**src/rtl/gate_seq.sv**
```systemverilog
module gate_seq #(
  parameter int HOLDOFF_CYC   = 7,
  parameter int MIN_LS_ON_CYC = 40,
  parameter int BASE_DT_CYC   = 1,
  parameter int EXTRA_W       = 4,
  parameter int EXTRA_MAX     = 9
) (
  input  logic               clk,
  input  logic               rst_n,
  input  logic               pwr_good,
  input  logic [1:0]         pwm_code,
  input  logic               hs_below,
  input  logic               ls_below,
  input  logic               zero_cross,
  input  logic               force_ccm,
  input  logic [EXTRA_W-1:0] extra_dt,
  output logic               hs_en,
  output logic               ls_en,
  output logic               shutdown
);

  localparam int HW  = $clog2(HOLDOFF_CYC + 1);
  localparam int OW  = $clog2(MIN_LS_ON_CYC + 1);
  localparam int DTW = $clog2(BASE_DT_CYC + EXTRA_MAX + 1);
  localparam logic [HW-1:0]      HOLD_LAST = HW'(HOLDOFF_CYC - 1);
  localparam logic [HW-1:0]      HOLD_SAT  = HW'(HOLDOFF_CYC);
  localparam logic [OW-1:0]      ON_LAST   = OW'(MIN_LS_ON_CYC - 1);
  localparam logic [OW-1:0]      ON_SAT    = OW'(MIN_LS_ON_CYC);
  localparam logic [EXTRA_W-1:0] XMAX      = EXTRA_W'(EXTRA_MAX);

  typedef enum logic [2:0] {
    ST_OFF, ST_TO_HI_WAIT, ST_TO_HI_DT, ST_HI_ON,
    ST_TO_LO_WAIT, ST_TO_LO_DT, ST_LO_ON, ST_DCM_IDLE
  } st_t;

  st_t              st, nxt;
  logic             cmd_q, cmd, in_window, shut_nxt, dcm_cut;
  logic [HW-1:0]    mid_cnt;
  logic [OW-1:0]    on_cnt;
  logic [DTW-1:0]   dt_cnt, dt_load;
  logic [EXTRA_W-1:0] extra_eff;

  assign in_window = pwm_code[1];
  assign cmd       = in_window ? cmd_q : pwm_code[0];
  assign shut_nxt  = in_window && (mid_cnt >= HOLD_LAST);
  assign extra_eff = (extra_dt > XMAX) ? XMAX : extra_dt;
  assign dt_load   = DTW'(BASE_DT_CYC) + DTW'(extra_eff) - DTW'(1);
  assign dcm_cut   = !force_ccm && zero_cross && (on_cnt >= ON_LAST);

  always_comb begin
    nxt = st;
    case (st)
      ST_OFF:        nxt = cmd ? ST_TO_HI_WAIT : ST_TO_LO_WAIT;
      ST_TO_HI_WAIT: if (!cmd) nxt = ST_TO_LO_WAIT;
                     else if (ls_below) nxt = ST_TO_HI_DT;
      ST_TO_HI_DT:   if (!cmd) nxt = ST_TO_LO_WAIT;
                     else if (!ls_below) nxt = ST_TO_HI_WAIT;
                     else if (dt_cnt == '0) nxt = ST_HI_ON;
      ST_HI_ON:      if (!cmd) nxt = ST_TO_LO_WAIT;
      ST_TO_LO_WAIT: if (cmd) nxt = ST_TO_HI_WAIT;
                     else if (hs_below) nxt = ST_TO_LO_DT;
      ST_TO_LO_DT:   if (cmd) nxt = ST_TO_HI_WAIT;
                     else if (!hs_below) nxt = ST_TO_LO_WAIT;
                     else if (dt_cnt == '0) nxt = ST_LO_ON;
      ST_LO_ON:      if (cmd) nxt = ST_TO_HI_WAIT;
                     else if (dcm_cut) nxt = ST_DCM_IDLE;
      ST_DCM_IDLE:   if (cmd) nxt = ST_TO_HI_WAIT;
                     else if (force_ccm) nxt = ST_TO_LO_WAIT;
      default:       nxt = ST_OFF;
    endcase
    if (!pwr_good || shut_nxt) nxt = ST_OFF;
  end

  always_ff @(posedge clk or negedge rst_n) begin
    if (!rst_n) begin
      st       <= ST_OFF;
      cmd_q    <= 1'b0;
      mid_cnt  <= '0;
      shutdown <= 1'b0;
      dt_cnt   <= '0;
      on_cnt   <= '0;
    end else begin
      st       <= nxt;
      cmd_q    <= cmd;
      shutdown <= shut_nxt;
      if (!in_window)            mid_cnt <= '0;
      else if (mid_cnt != HOLD_SAT) mid_cnt <= mid_cnt + HW'(1);
      if (nxt != st)             dt_cnt <= dt_load;
      else if (dt_cnt != '0)     dt_cnt <= dt_cnt - DTW'(1);
      if (nxt != st)             on_cnt <= '0;
      else if (on_cnt != ON_SAT) on_cnt <= on_cnt + OW'(1);
    end
  end

  assign hs_en = pwr_good && (st == ST_HI_ON);
  assign ls_en = pwr_good && (st == ST_LO_ON);


  no_overlap_chk: assert property (@(posedge clk) disable iff (!rst_n)
    !(hs_en && ls_en));


  hs_rise_gated_chk: assert property (@(posedge clk) disable iff (!rst_n)
    $rose(hs_en) |-> ($past(ls_below) && !$past(ls_en)));


  hi_cmd_drops_ls_chk: assert property (@(posedge clk) disable iff (!rst_n)
    (pwm_code == 2'b01) |=> !ls_en);


  ls_rise_gated_chk: assert property (@(posedge clk) disable iff (!rst_n)
    $rose(ls_en) |-> ($past(hs_below) && !$past(hs_en)));


  shut_gates_low_chk: assert property (@(posedge clk) disable iff (!rst_n)
    shutdown |-> (!hs_en && !ls_en));


  shut_exit_chk: assert property (@(posedge clk) disable iff (!rst_n)
    !pwm_code[1] |=> !shutdown);

endmodule

```
**config.mk**
```make
export PLATFORM = sky130hd
export DESIGN_NAME = gate_seq
export DESIGN_NICKNAME = d
export VERILOG_FILES = /design/src/rtl/gate_seq.sv
export SDC_FILE = /design/constraint.sdc
export NUM_CORES = 1
export LEC_CHECK = 0
export BUFFER_PORTS_ARGS = -buffer_cell sky130_fd_sc_hd__buf_2
export CAP_MARGIN = 10
export CELL_PAD_IN_SITES_DETAIL_PLACEMENT = 0
export CELL_PAD_IN_SITES_GLOBAL_PLACEMENT = 2
export CORE_MARGIN = 2
export CORE_UTILIZATION = 25
export CTS_BUF_LIST = sky130_fd_sc_hd__clkbuf_2 sky130_fd_sc_hd__clkbuf_4 sky130_fd_sc_hd__clkbuf_8
export DETAILED_ROUTE_END_ITERATION = 12
export PLACE_DENSITY = 0.63
export SYNTH_ARGS = -nofsm -noshare
export SYNTH_HDL_FRONTEND = slang
export SYNTH_SLANG_ARGS = --single-unit
```
**constraint.sdc**
```tcl
create_clock -name clk -period 4.3 [get_ports clk]
set_input_delay 0.43 -clock clk [delete_from_list [all_inputs] [get_ports clk]]
set_output_delay 0.43 -clock clk [all_outputs]
set_load 0.02 [all_outputs]
```
* After elaboration in Yosys (flattened, before gate mapping)
Cells that the tools add are included. W data, S select, Z words.
Storage, ports and cells: bits in registers 18, latch bits 0, memory bits (writable) 0, ROM bits 0, bits of input ports 13, word-level logic and storage cells 64, memories 0
Cells by class: add/sub/neg operators 5, multipliers 0, divide/modulo/power cells 0, order comparisons 3, eq/ne operators 11, shift operators 0, muxes and demuxes 26, bitwise operators 0, reductions and logical operators 13
Operators with widths (count):
- $mux W3 | 19
- $pmux W3 S8 | 1
- $eq A3 B3 Y1 const B | 4
- $mux W4 | 3
- $mux W6 | 2
- $sub A4 B1 Y4 const B | 2
- $add A6 B1 Y6 const B | 1
- $eq A3 B2 Y1 const B | 2
- $ge A6 B6 Y1 const B | 1
- $ne A6 B6 Y1 const B | 1
- $logic_and A1 B1 Y1 | 5
- $add A1 B4 Y4 const A | 1
- $gt A4 B4 Y1 const B | 1
- $logic_not A4 Y1 | 1
- $reduce_bool A2 Y1 | 2
- $reduce_bool A4 Y1 | 1
- $add A3 B1 Y3 const B | 1
- $eq A3 B1 Y1 const B | 1
- $ge A3 B3 Y1 const B | 1
- $logic_not A3 Y1 | 1
- $ne A3 B3 Y1 | 1
- $ne A3 B3 Y1 const B | 1
- $logic_not A1 Y1 | 2
- $ne A2 B1 Y1 const B | 1
- 2 further kinds | 2

* Logic depth before layout (Yosys ltp)
depth after elaboration 9, depth in mapped cells 8

* Least setup slack after synthesis
No wires, ideal clock.
path type reg-to-reg, from register dt_cnt[0], to register dt_cnt[3], setup time 0.125 ns, arrival 2.146 ns, data required time 4.175 ns, path slack 2.029 ns, cell stages (with the launch flop) 9, path buffers 0, clock period less this slack 2.271 ns, path through dfrtp_1 -> inv_1 -> ha_1 -> nor3b_2 -> o2111ai_1 -> o311a_1 -> and3_4 -> o311ai_4 -> mux2_4
On the way: word-level cells in the longest chain between the ends 8
RTL lines:
- from (decl) | RTL line 40 | logic [DTW-1:0] dt_cnt, dt_load;
- from (signal assigned) | RTL line 88 | if (nxt != st) dt_cnt <= dt_load;
- from (signal assigned) | RTL line 89 | else if (dt_cnt != '0) dt_cnt <= dt_cnt - DTW'(1);
- $logic_not A4 Y1 | RTL line 58, 64
- $mux W3 (on tied branches) | RTL line 64, 58
- $mux W3 (on tied branches) | RTL line 63, 57
- $mux W3 (on tied branches) | RTL line 62, 56
- $pmux W3 S8 | RTL line 52 | case (st)
- $mux W3 | RTL line 71 | if (!pwr_good || shut_nxt) nxt = ST_OFF;
- $ne A3 B3 Y1 | RTL line 88
- $mux W4 or $reduce_bool A2 Y1 (tied branches)
Parallel ways exist; a longest one is shown, timed or not. The select of a mux whose other input is x is not followed. A chain may end at the register's enable or synchronous reset.

* Worst setup path after layout
from register st[1], to register dt_cnt[3]
On the way: word-level cells in the longest chain between the ends 7
RTL lines:
- from (decl) | RTL line 36 | st_t st, nxt;
- from (signal assigned) | RTL line 83 | st <= nxt;
- $mux W3 (on tied branches) | RTL line 64, 58
- $mux W3 (on tied branches) | RTL line 63, 57
- $mux W3 (on tied branches) | RTL line 62, 56
- $pmux W3 S8 | RTL line 52
- $mux W3 | RTL line 71
- $ne A3 B3 Y1 * | RTL line 88
- $mux W4 or $reduce_bool A2 Y1 (tied branches)
Every way passes the cells marked *; elsewhere a longest branch is shown, timed or not.

==> flow_summary_export.csv <==
group,metric,value,unit
synth,synth-simple-area-share,25.1,%
power,power_leakage,0.000584,uW
grt,overflow,0,
cts,cts_sinks,18,
place,dp_cells,184,
synth,yosys_register_bits,18,
grt,grt_pass1_wl,4080,um
drt,antenna_left,0,
timing,relSlewSlack,62.1,%
timing,max_clock_freq,0.382,GHz
timing,timing.setup.tns,0,ns
timing,fin_crit,2.62,ns
synth,synth_ff_type,"dfrtp_1",
timing,finalCritPeriodShare,60.9,%
grt,antenna_found_initial,0,
cells_and_area,drive_above_1_share,19.9,%
power,p_int,350,uW
worst_setup_path,cp.arrival,2.76,ns
synth,synth_fa_ha_area_share,5.38,%
synth,netlist_top_cells_area,"dfrtp_1 39%, ha_1 5.4%, mux2i_1 5.2%",
drt,vias,916,
cts,tritoncts,"done",
synth,syn_avg_cell_area,9.61,um^2
worst_setup_path,worstPathMaxFanout,14,
worst_setup_path,cp-end-kind,"flip-flop",
synth,syn_area,1160,um^2
floorplan,chipWidth,72.2,um
synth,muxShareOfSynthArea,8.40,%
floorplan,core-area,4410,um^2
drt,drt_wl_total,2310,um
cells_and_area,final_cells,188,
grt,grt_pass1_vias,883,
cts,htree_num_levels,1,
synth,synth_edf_count,0,
worst_setup_path,required,4.44,ns
place,gp_congestion,0.741,
cts,cts_root_buf,"clkbuf_8",
power,switching_share,31.8,%
cts,ctsResizeCount,0,
timing,rsz0062_at_grt,"false",
synth,synth_top_family_by_area,"simple AND/OR/NAND/NOR gates",
timing,slew_violations,0,
floorplan,floorplan.die_area,5210,um^2
floorplan,initial_utilization,26.3,%
cells_and_area,area_growth,15.5,%
synth,synth_top_cell_area_share,38.8,%
power,vdd_drop_max,133,uV
place,port_buffers,15,
place,dpl.hpwl,1750,um
timing,worst_pin_slew,0.567,ns
drt,drc,0,
cts,clkTransAtPathRegs,0.07,ns
power,power_switching,163,uW
grt,grt_max_degree,19,
status,outcome,"completed",
synth,synth_compound_area_share,13.2,%
power,comb_power_share,29.9,%
cells_and_area,antenna_cells,0,
timing,hold_viol,0,
drt,dr.pass1.iters,4,
synth,synth-xor-area-share,5.27,%
power,power_density,382,nW/um^2
synth,yosys.area.top_type,"dfrtp_1",
job,max-cap-violations,0,
cells_and_area,nets,155,
drt,drt_iter0_markers,28,
cts,cts_buffer_depth,2,
synth,synth_nets,139,
power,p_total,513,uW
drt,via_per_inst,4.87,
drt,routedWlPerCell,12.3,um
power,clkPwrFrac,27.0,%
timing,skew,0.00585,ns
cts,numCtsBuffers,3,
grt,track_usage,9.78,%
synth,ys_async_sr_fraction,100,%
floorplan,placement_rows,24,
worst_setup_path,worstSetupPathType,"flip-flop to flip-flop",
floorplan,io_pins,16,
worst_setup_path,startpoint_type,"flip-flop",
cts,post_cts.repair.setup_buffers,0,
floorplan,die_h,72.2,um
synth,synthCells,121,
worst_setup_path,worstRegToRegCells,6,
synth,synth_seq_area_share,38.8,%
timing,setup_viol_count_final,0,
synth,yosysUniqueCellTypes,40,
hold_path,hold_path.class,"input pin to asynchronous set/reset pin",
power,seq_power_share,43.1,%
cts,clk_latency,0.25,ns
cts,cts_hold_buf,0,
synth,ys_warn_count,0,
[cells in the mapped netlist (3+ instances only)]
| cell | instances |
|---|---|
| nor2b_1 | 3 |
| nor4_1 | 4 |
| xnor2_1 | 5 |
| a21oi_1 | 5 |
| dfrtp_1 | 18 |
| inv_1 | 7 |
| clkbuf_1 | 4 |
| nand2b_1 | 5 |
| nor2_1 | 13 |
| nor3_1 | 5 |
| mux2i_1 | 6 |
| ha_1 | 5 |
| nand2_1 | 7 |
[layer usage]
layer	track usage (%)	vias to the layer above	wire, um
li1	-	463	-
met1	13.9	432	1190
met3	2.08	2	87
met4	3.14	0	27
met5	0	-	0
met2	14.8	19	1000
[layout by cell type (no fill, tap or decap), drive strengths merged]
master / count
dfrtp: 18
buf: 15
nor2: 13
inv: 8
nand2: 7
mux2i: 7
a21oi: 5
nand2b: 5
nor3: 5
xnor2: 5
ha: 5
nor4: 4
clkbuf: 4
nor2b: 3
and3: 3
a211oi: 3
nor3b: 3
o21a: 2
nand3: 2
xor2: 2
or3: 2
or2: 1
nand3b: 1
or4: 1
o2111ai: 1
o311a: 1
o211ai: 1
o31a: 1
o32ai: 1
nand4: 1
a221oi: 1
o311ai: 1
nand4b: 1
and2: 1
a21o: 1
mux2: 1
[metrics by stage]
stage               util [%]  hold slack, ns  cell area [um^2]  setup WS (ns)
finish                  30.4           0.102              1340           1.68
global route            30.4           0.131              1340           1.52
CTS                     30.4           0.111              1340           1.67
detailed placement      29.2           0.402              1290           1.69
global placement        29.2           0.396              1290           1.67
floorplan                  -           0.134              1160           2.03
[power by group through the flow]
stage | clock (uW) | combinational (uW) | sequential, uW
after global placement | 0 | 155 | 225
final | 138 | 154 | 221
after CTS | 147 | 156 | 221
after detailed placement | 0 | 155 | 224
after global routing | 150 | 175 | 225
after floorplan | 0 | 128 | 213
[kinds of logic after synthesis]
logic type | Yosys count
muxes | 8
adders and majority gates | 5
AOI/OAI and AO/OA | 18
xor gates and xnor gates | 7
and+or+nand+nor | 53
DFF | 18
buffers and inverters | 12
[critical path, cell delays in order, from the launching register on]
cell	delay [ns]
dfrtp_1	0.61
nand3b_1	0.15
or4_1	0.53
o311a_1	0.15
and3_4	0.17
o311ai_4	0.55
mux2_4	0.34
[sequential cells by signal (all words and copies together) (netlist names)]
name / flops
cmd_q: 1
dt_cnt: 4
mid_cnt: 3
on_cnt: 6
shutdown: 1
st: 3
[layout make-up]
| type | count | area, um^2 |
|---|---|---|
| well taps | 52 | 65.1 |
| flip-flops and latches | 18 | 450 |
| fillers | 451 | 3070 |
| multi-input cells | 91 | 667 |
| clock buffers | 4 | 55.1 |
| repair buffers | 15 | 75.1 |
| inverters | 8 | 30.0 |
[path summary, 6_finish.rpt]
path,startpoint,to,slack [ns]
max,st[1]$_DFF_PN0_,dt_cnt[3]$_DFFE_PN0P_,1.68
min,rst_n,st[1]$_DFF_PN0_,0.10
max reg2reg,st[1]$_DFF_PN0_,dt_cnt[3]$_DFFE_PN0P_,1.68
min reg2reg,dt_cnt[1]$_DFFE_PN0P_,dt_cnt[1]$_DFFE_PN0P_,0.58
max in group asynchronous,rst_n,on_cnt[0]$_DFFE_PN0P_,3.90
min in group clk,extra_dt[3],dt_cnt[3]$_DFFE_PN0P_,0.45
Power figures use the tool's default switching activity.
